--- config.mk ---
export PLATFORM = sky130hd
export DESIGN_NAME = exc_entry_seq
export DESIGN_NICKNAME = d
export VERILOG_FILES = /design/src/rtl/exc_pkg.sv /design/src/rtl/exc_vec_map.sv /design/src/rtl/exc_sr_update.sv /design/src/rtl/exc_frame_pack.sv /design/src/rtl/exc_entry_seq.sv
export SDC_FILE = /design/constraint.sdc
export NUM_CORES = 1
export LEC_CHECK = 0
export BUFFER_PORTS_ARGS = -buffer_cell sky130_fd_sc_hd__buf_4
export CORE_AREA = 2 2 158 160
export CTS_CLUSTER_DIAMETER = 60
export CTS_CLUSTER_SIZE = 12
export DETAILED_ROUTE_END_ITERATION = 8
export DIE_AREA = 0 0 160 162
export PLACE_DENSITY = 0.66
export SYNTH_ARGS = -nofsm -noshare
export SYNTH_HDL_FRONTEND = slang
export SYNTH_HIERARCHICAL = 1
export SYNTH_SLANG_ARGS = --single-unit
--- constraint.sdc ---
create_clock -name clk -period 3.3 [get_ports clk]
set_input_delay 0.165 -clock clk [delete_from_list [all_inputs] [get_ports clk]]
set_output_delay 0.165 -clock clk [all_outputs]
set_load 0.05 [all_outputs]
--- src/rtl/exc_pkg.sv ---
package exc_pkg;

    localparam int XLEN           = 32;
    localparam int SR_W           = 16;
    localparam int VEC_W          = 8;
    localparam int LVL_W          = 3;
    localparam int FMT_W          = 4;
    localparam int TBL_ALIGN_BITS = 20;
    localparam int TBL_HI_W       = XLEN - TBL_ALIGN_BITS;
    localparam int FRAME_BYTES    = 8;
    localparam int WORD_BYTES     = 4;

    // status register bit positions
    localparam int SR_T      = 15;
    localparam int SR_S      = 13;
    localparam int SR_M      = 12;
    localparam int SR_IPL_LO = 8;

    localparam logic [FMT_W-1:0] FMT_BASE = 4'h4;

    typedef enum logic [2:0] {
        EX_ACCESS  = 3'd0,
        EX_ADDRESS = 3'd1,
        EX_ILLEGAL = 3'd2,
        EX_ZERODIV = 3'd3,
        EX_PRIV    = 3'd4,
        EX_TRACE   = 3'd5,
        EX_FORMAT  = 3'd6,
        EX_IRQ     = 3'd7
    } exc_kind_e;

    typedef enum logic [2:0] {
        ST_IDLE,
        ST_STATUS,
        ST_ACK,
        ST_PUSH_HDR,
        ST_PUSH_PC,
        ST_VREAD,
        ST_FETCH
    } seq_state_e;

    typedef struct packed {
        exc_kind_e             kind;
        logic [LVL_W-1:0]      level;
        logic [SR_W-1:0]       sr;
        logic [XLEN-1:0]       sp;
        logic [XLEN-1:0]       pc;
        logic [TBL_HI_W-1:0]   tbl_hi;
    } exc_ctx_t;

    function automatic logic [XLEN-1:0] word_index(input logic [VEC_W-1:0] v);
        return XLEN'({v, 2'b00});
    endfunction

endpackage

--- src/rtl/exc_vec_map.sv ---
module exc_vec_map
    import exc_pkg::*;
(
    input  exc_kind_e         kind,
    output logic [VEC_W-1:0]  vec,
    output logic              use_next
);

    always_comb begin
        vec      = '0;
        use_next = 1'b0;
        unique case (kind)
            EX_ACCESS:  vec = 8'd2;
            EX_ADDRESS: vec = 8'd3;
            EX_ILLEGAL: vec = 8'd4;
            EX_ZERODIV: begin vec = 8'd5;  use_next = 1'b1; end
            EX_PRIV:    vec = 8'd8;
            EX_TRACE:   begin vec = 8'd9;  use_next = 1'b1; end
            EX_FORMAT:  vec = 8'd14;
            EX_IRQ:     begin vec = 8'd0;  use_next = 1'b1; end
            default:    vec = '0;
        endcase
    end

endmodule

--- src/rtl/exc_sr_update.sv ---
module exc_sr_update
    import exc_pkg::*;
(
    input  logic [SR_W-1:0]  sr_in,
    input  logic             is_irq,
    input  logic [LVL_W-1:0] level,
    output logic [SR_W-1:0]  sr_out
);

    always_comb begin
        sr_out       = sr_in;
        sr_out[SR_S] = 1'b1;
        sr_out[SR_T] = 1'b0;
        if (is_irq) begin
            sr_out[SR_M]                = 1'b0;
            sr_out[SR_IPL_LO +: LVL_W]  = level;
        end
    end

endmodule

--- src/rtl/exc_frame_pack.sv ---
module exc_frame_pack
    import exc_pkg::*;
(
    input  logic [XLEN-1:0]  sp_in,
    input  logic [VEC_W-1:0] vec,
    input  logic [SR_W-1:0]  sr_saved,
    output logic [XLEN-1:0]  sp_after,
    output logic [XLEN-1:0]  pc_slot,
    output logic [XLEN-1:0]  hdr_word
);

    logic [XLEN-1:0]  sp_aligned;
    logic [FMT_W-1:0] fmt;

    always_comb begin
        sp_aligned = {sp_in[XLEN-1:2], 2'b00};
        sp_after   = sp_aligned - XLEN'(FRAME_BYTES);
        pc_slot    = sp_after + XLEN'(WORD_BYTES);
        fmt        = FMT_BASE | {2'b00, sp_in[1:0]};
        hdr_word   = {fmt, 4'h0, vec, sr_saved};
    end

endmodule

--- src/rtl/exc_entry_seq.sv ---
module exc_entry_seq
    import exc_pkg::*;
#(
    parameter logic [31:0] ACK_BASE = 32'hFFFF_FFE0
) (
    input  logic        clk,
    input  logic        rst,
    input  logic        req_valid,
    input  logic [2:0]  req_kind,
    input  logic [2:0]  req_level,
    input  logic [15:0] cur_sr,
    input  logic [31:0] cur_sp,
    input  logic [31:0] fault_pc,
    input  logic [31:0] next_pc,
    input  logic [31:0] tbl_base,
    output logic        busy,
    output logic        ctx_we,
    output logic [15:0] new_sr,
    output logic [31:0] new_sp,
    output logic        ack_valid,
    output logic [31:0] ack_addr,
    input  logic        ack_ready,
    input  logic [7:0]  ack_vector,
    output logic        wr_valid,
    output logic [31:0] wr_addr,
    output logic [31:0] wr_data,
    input  logic        wr_ready,
    output logic        rd_valid,
    output logic [31:0] rd_addr,
    input  logic        rd_ready,
    input  logic [31:0] rd_data,
    output logic        fetch_valid,
    output logic [31:0] fetch_addr
);

    seq_state_e        state_q, state_d;
    exc_ctx_t          ctx_q;
    logic [VEC_W-1:0]  vec_q;
    logic [XLEN-1:0]   handler_q;

    logic [VEC_W-1:0]  map_vec;
    logic              map_next;
    logic              ctx_irq;
    logic [XLEN-1:0]   pc_slot;
    logic [XLEN-1:0]   hdr_word;

    exc_vec_map u_map (
        .kind     (exc_kind_e'(req_kind)),
        .vec      (map_vec),
        .use_next (map_next)
    );

    assign ctx_irq = (ctx_q.kind == EX_IRQ);

    exc_sr_update u_sr (
        .sr_in  (ctx_q.sr),
        .is_irq (ctx_irq),
        .level  (ctx_q.level),
        .sr_out (new_sr)
    );

    exc_frame_pack u_frame (
        .sp_in    (ctx_q.sp),
        .vec      (vec_q),
        .sr_saved (ctx_q.sr),
        .sp_after (new_sp),
        .pc_slot  (pc_slot),
        .hdr_word (hdr_word)
    );

    // next-state logic
    always_comb begin
        state_d = state_q;
        unique case (state_q)
            ST_IDLE:     if (req_valid) state_d = ST_STATUS;
            ST_STATUS:   state_d = ctx_irq ? ST_ACK : ST_PUSH_HDR;
            ST_ACK:      if (ack_ready) state_d = ST_PUSH_HDR;
            ST_PUSH_HDR: if (wr_ready)  state_d = ST_PUSH_PC;
            ST_PUSH_PC:  if (wr_ready)  state_d = ST_VREAD;
            ST_VREAD:    if (rd_ready)  state_d = ST_FETCH;
            ST_FETCH:    state_d = ST_IDLE;
            default:     state_d = ST_IDLE;
        endcase
    end

    always_ff @(posedge clk) begin
        if (rst) begin
            state_q   <= ST_IDLE;
            ctx_q     <= '0;
            vec_q     <= '0;
            handler_q <= '0;
        end else begin
            state_q <= state_d;
            if (state_q == ST_IDLE && req_valid) begin
                ctx_q.kind   <= exc_kind_e'(req_kind);
                ctx_q.level  <= req_level;
                ctx_q.sr     <= cur_sr;
                ctx_q.sp     <= cur_sp;
                ctx_q.pc     <= map_next ? next_pc : fault_pc;
                ctx_q.tbl_hi <= tbl_base[XLEN-1:TBL_ALIGN_BITS];
                vec_q        <= map_vec;
            end
            if (state_q == ST_ACK && ack_ready) begin
                vec_q <= ack_vector;
            end
            if (state_q == ST_VREAD && rd_ready) begin
                handler_q <= rd_data;
            end
        end
    end

    // outputs decoded from state and latched context
    always_comb begin
        busy        = (state_q != ST_IDLE);
        ctx_we      = (state_q == ST_STATUS);
        ack_valid   = (state_q == ST_ACK);
        ack_addr    = ACK_BASE + XLEN'({ctx_q.level, 2'b00});
        wr_valid    = (state_q == ST_PUSH_HDR) || (state_q == ST_PUSH_PC);
        wr_addr     = (state_q == ST_PUSH_PC) ? pc_slot : new_sp;
        wr_data     = (state_q == ST_PUSH_PC) ? ctx_q.pc : hdr_word;
        rd_valid    = (state_q == ST_VREAD);
        rd_addr     = {ctx_q.tbl_hi, {TBL_ALIGN_BITS{1'b0}}} + word_index(vec_q);
        fetch_valid = (state_q == ST_FETCH);
        fetch_addr  = handler_q;
    end

endmodule

==> impl_metrics.toml <==
[critical_path]
cp.arrival_ns = 3.55
r2r_setup_slack_ns = 1.15
startpoint_type = "flip-flop"
end_kind = "primary output"
rr_worst_depth = 5
rr_endpoint = "ctx_q[27]$_SDFFE_PP0P_"
cp_max_fo = 5
crit-reg2reg-launch = "state_q[2]$_SDFFE_PP0P_"
critPathKind = "reg2out"
worst_ep_required_time_ns = 3.13

[global_routing]
grt_max_degree = 79
track_usage_pct = 20.55
antenna_found_initial = 0
gr-total-overflow = 0
grt_pass1_vias = 8461
grt_pass1_wl_um = 43170

[logic_synthesis]
syn-mean-instance-area_um2 = 8.111
yosysSeqAreaShare_pct = 33.05
yosysWarnings = 6
synth.top_cells.by_count = "nand2_1 (217), dfxtp_1 (141), buf_4 (119), a21oi_1 (100), nor2_1 (61)"
ys.flop_type = "dfxtp_1"
synthCells = 1053
synth_area_um2 = 8541
ys_ff_latch = 141
yosysMostFrequentCell = "nand2_1"
ys_types = 68
synth_top_area_share_pct = 33.05
synth_area_leaders = "dfxtp_1 (33%), buf_4 (10%), nand2_1 (9.5%), mux2_1 (6.5%), a21oi_1 (5.9%)"
synth_area_leader_cell = "dfxtp_1"
async_flop_share_pct = 0
synth_edf_count = 0

[clock_network]
tritoncts = "done"
htree_num_levels = 4
root_buffer = "clkbuf_16"
cts-buffers-inserted = 17
clkLatencyLatePin_ns = 0.42
clk_pin_slew_worst_paths_ns = 0.06
numClockSinks = 141
clockBufferDepth = 2

[hold_path]
min_path_cells = 3
holdPathEnd = "ctx_q[9]$_SDFFE_PP0P_"
hold_start = "tbl_base[29]"
hold_class = "in2reg"

[final_layout]
multi_input_area_um2 = 4808
nFillCells = 2249
drive_above_1_share_pct = 37.04
seq_area_um2 = 2826
instances_no_fill = 1791
syn2layout_area_growth_pct = 49.81
final_nets = 1651

[route]
dr.pass1.iters = 5
via_count = 8479
drc = 0
drtAntennaViolNets = 0
wl_um = 27750
first_iter_violations = 320
wl_per_cell_um = 15.49
viasPerCell = 4.734

[placement]
dp.final_hpwl_um = 19850
place.gp.congestion = 0.8549
io_buffers = 342
dp_cells = 1668

[timing]
slew_violations = 0
setup_viol = 13
hold_violations = 0
clock.fmax_mhz = 269.5
finalClockSkew_ns = 0.01441
rsz0062_at_grt = "true"
setup_ws_ns = -0.4103
finalCriticalPeriod_ns = 3.710
relSlewSlack_pct = 37.67
fin_crit_sh_pct = 112.4
tightest_slew_ns = 0.9350

[pwr]
cellLeakagePower_nw = 5.788
vdd_drop_max_uv = 397.6
finalPower_mw = 7.929
power_density_nw_per_um2 = 619.7

[floorplanning]
start_util_pct = 35.43
die_x_um = 160
num_rows = 57
pin_count = 410
core_area_um2 = 24110
die_h_um = 162
dieArea_um2 = 25920

[status]
status = "finished, violations left"
violations = "setup timing"

[run]
cap_viol_max_count = 0
stage by stage:
stage	util, %	setup TNS, ns	setup WS (ns)	instance area [um2]	hold slack [ns]
after floorplan	-	-1.752	-0.3119	8803	0.2906
after global placement	46.47	-0.09602	-0.09602	11200	0.4110
after detailed placement	46.47	-0.1329	-0.1329	11200	0.4224
after CTS	52.68	-2.454	-0.4191	12700	0.0009562
after global routing	53.07	-5.576	-0.5322	12790	0.008020
final	53.08	-3.550	-0.4103	12790	0.01428
critical path, cell delays in order (launching register included):
cell and delay, ns:
dfxtp_1 0.34, buf_4 0.15, nor4_4 0.32, nand2_1 0.17, buf_4 0.19, nor4_2 0.24, xnor2_1 0.12, or3b_2 0.48
or4b_4 0.57, xnor2_2 0.14, mux2_4 0.28, buf_8 0.15
repair_timing:
| item | CTS | global route |
|---|---|---|
| endpoints found under the hold margin | 78 | 0 |
| gates resized for setup | 26 | 9 |
| pin swaps | 14 | 8 |
| endpoints found under the setup margin | 15 | 16 |
| setup buffers | 5 | 7 |
| hold buffers | 78 | 0 |
| gates cloned | 0 | 0 |
cell usage in the layout, fill, tap and decap left out, types with 3 or more instances in the layout:
master / count
buf_4: 422
nand2_1: 214
dfxtp_1: 140
a21oi_1: 100
dlygate4sd3_1: 78
nor2_1: 60
conb_1: 57
mux2_1: 46
mux2i_1: 35
a211oi_1: 34
xnor2_1: 25
mux2_2: 20
xor2_1: 20
clkbuf_16: 17
nor3_1: 15
inv_1: 14
nand3_1: 12
nor4_1: 9
o22ai_1: 7
o21ai_0: 7
and3_1: 6
nand4_1: 6
nor3_2: 6
inv_8: 5
buf_12: 5
buf_6: 4
or3_1: 4
or4_4: 4
a21boi_0: 4
nand2b_1: 3
and2_1: 3
or3_4: 3
or4b_4: 3
inv_6: 3
nand2_2: 3
nor4_4: 3
cell type report:
cell class | count | share of cell area (%)
clock buffers | 17 | 3.325
well taps | 324 | 3.168
inverters | 17 | 0.5281
multi-input cells | 766 | 37.58
flip-flops and latches | 141 | 22.09
repair buffers | 510 | 32.11
diodes | 1 | 0.01956
clock inverters | 15 | 1.173
logic make-up (layout without fill, tap and decap cells):
kind of cell / Yosys count / in the layout / share of synthesized area, %
multiplexers: 102 / 102 / 12.94
flip-flops: 141 / 141 / 33.05
other: 7 / 58 / 0.3077
XOR/XNOR: 48 / 48 / 5.010
buffers and inverters: 196 / 559 / 15.05
AND/OR/NAND/NOR: 383 / 383 / 20.83
AO/OA/AOI/OAI: 174 / 174 / 12.53
adder cells (fa/ha/maj): 2 / 2 / 0.2930
metal layers:
metal	GRT usage, %	share of wire, %
met1	23.40	41
met4	5.324	1.4
met5	0	0
met2	38.23	52
met3	5.235	6.1
registers in the layout (all words and copies together) (netlist names):
register / flops
fetch_addr: 32
state_q: 3
ctx_q: 98
vec_q: 8
where the power goes:
part	switching [mW]	total [mW]	internal, mW
logic	2.56	4.05	1.49
clock network	0.893	1.90	1.01
registers	0.125	1.98	1.85
worst max path at each step:
stage	start	to	slack (ns)	cells after the start
2_1_floorplan	ctx_q[47]$_SDFFE_PP0P_	wr_addr[31]	-0.31	11
3_3_place_gp	ctx_q[48]$_SDFFE_PP0P_	wr_addr[31]	-0.1	11
3_5_place_dp	ctx_q[48]$_SDFFE_PP0P_	wr_addr[31]	-0.13	11
4_1_cts	ctx_q[47]$_SDFFE_PP0P_	wr_addr[31]	-0.42	9
5_1_grt	ctx_q[47]$_SDFFE_PP0P_	wr_addr[25]	-0.53	11
6_report	ctx_q[48]$_SDFFE_PP0P_	wr_addr[31]	-0.41	11
Note: power is estimated with default switching activity, not from simulation.
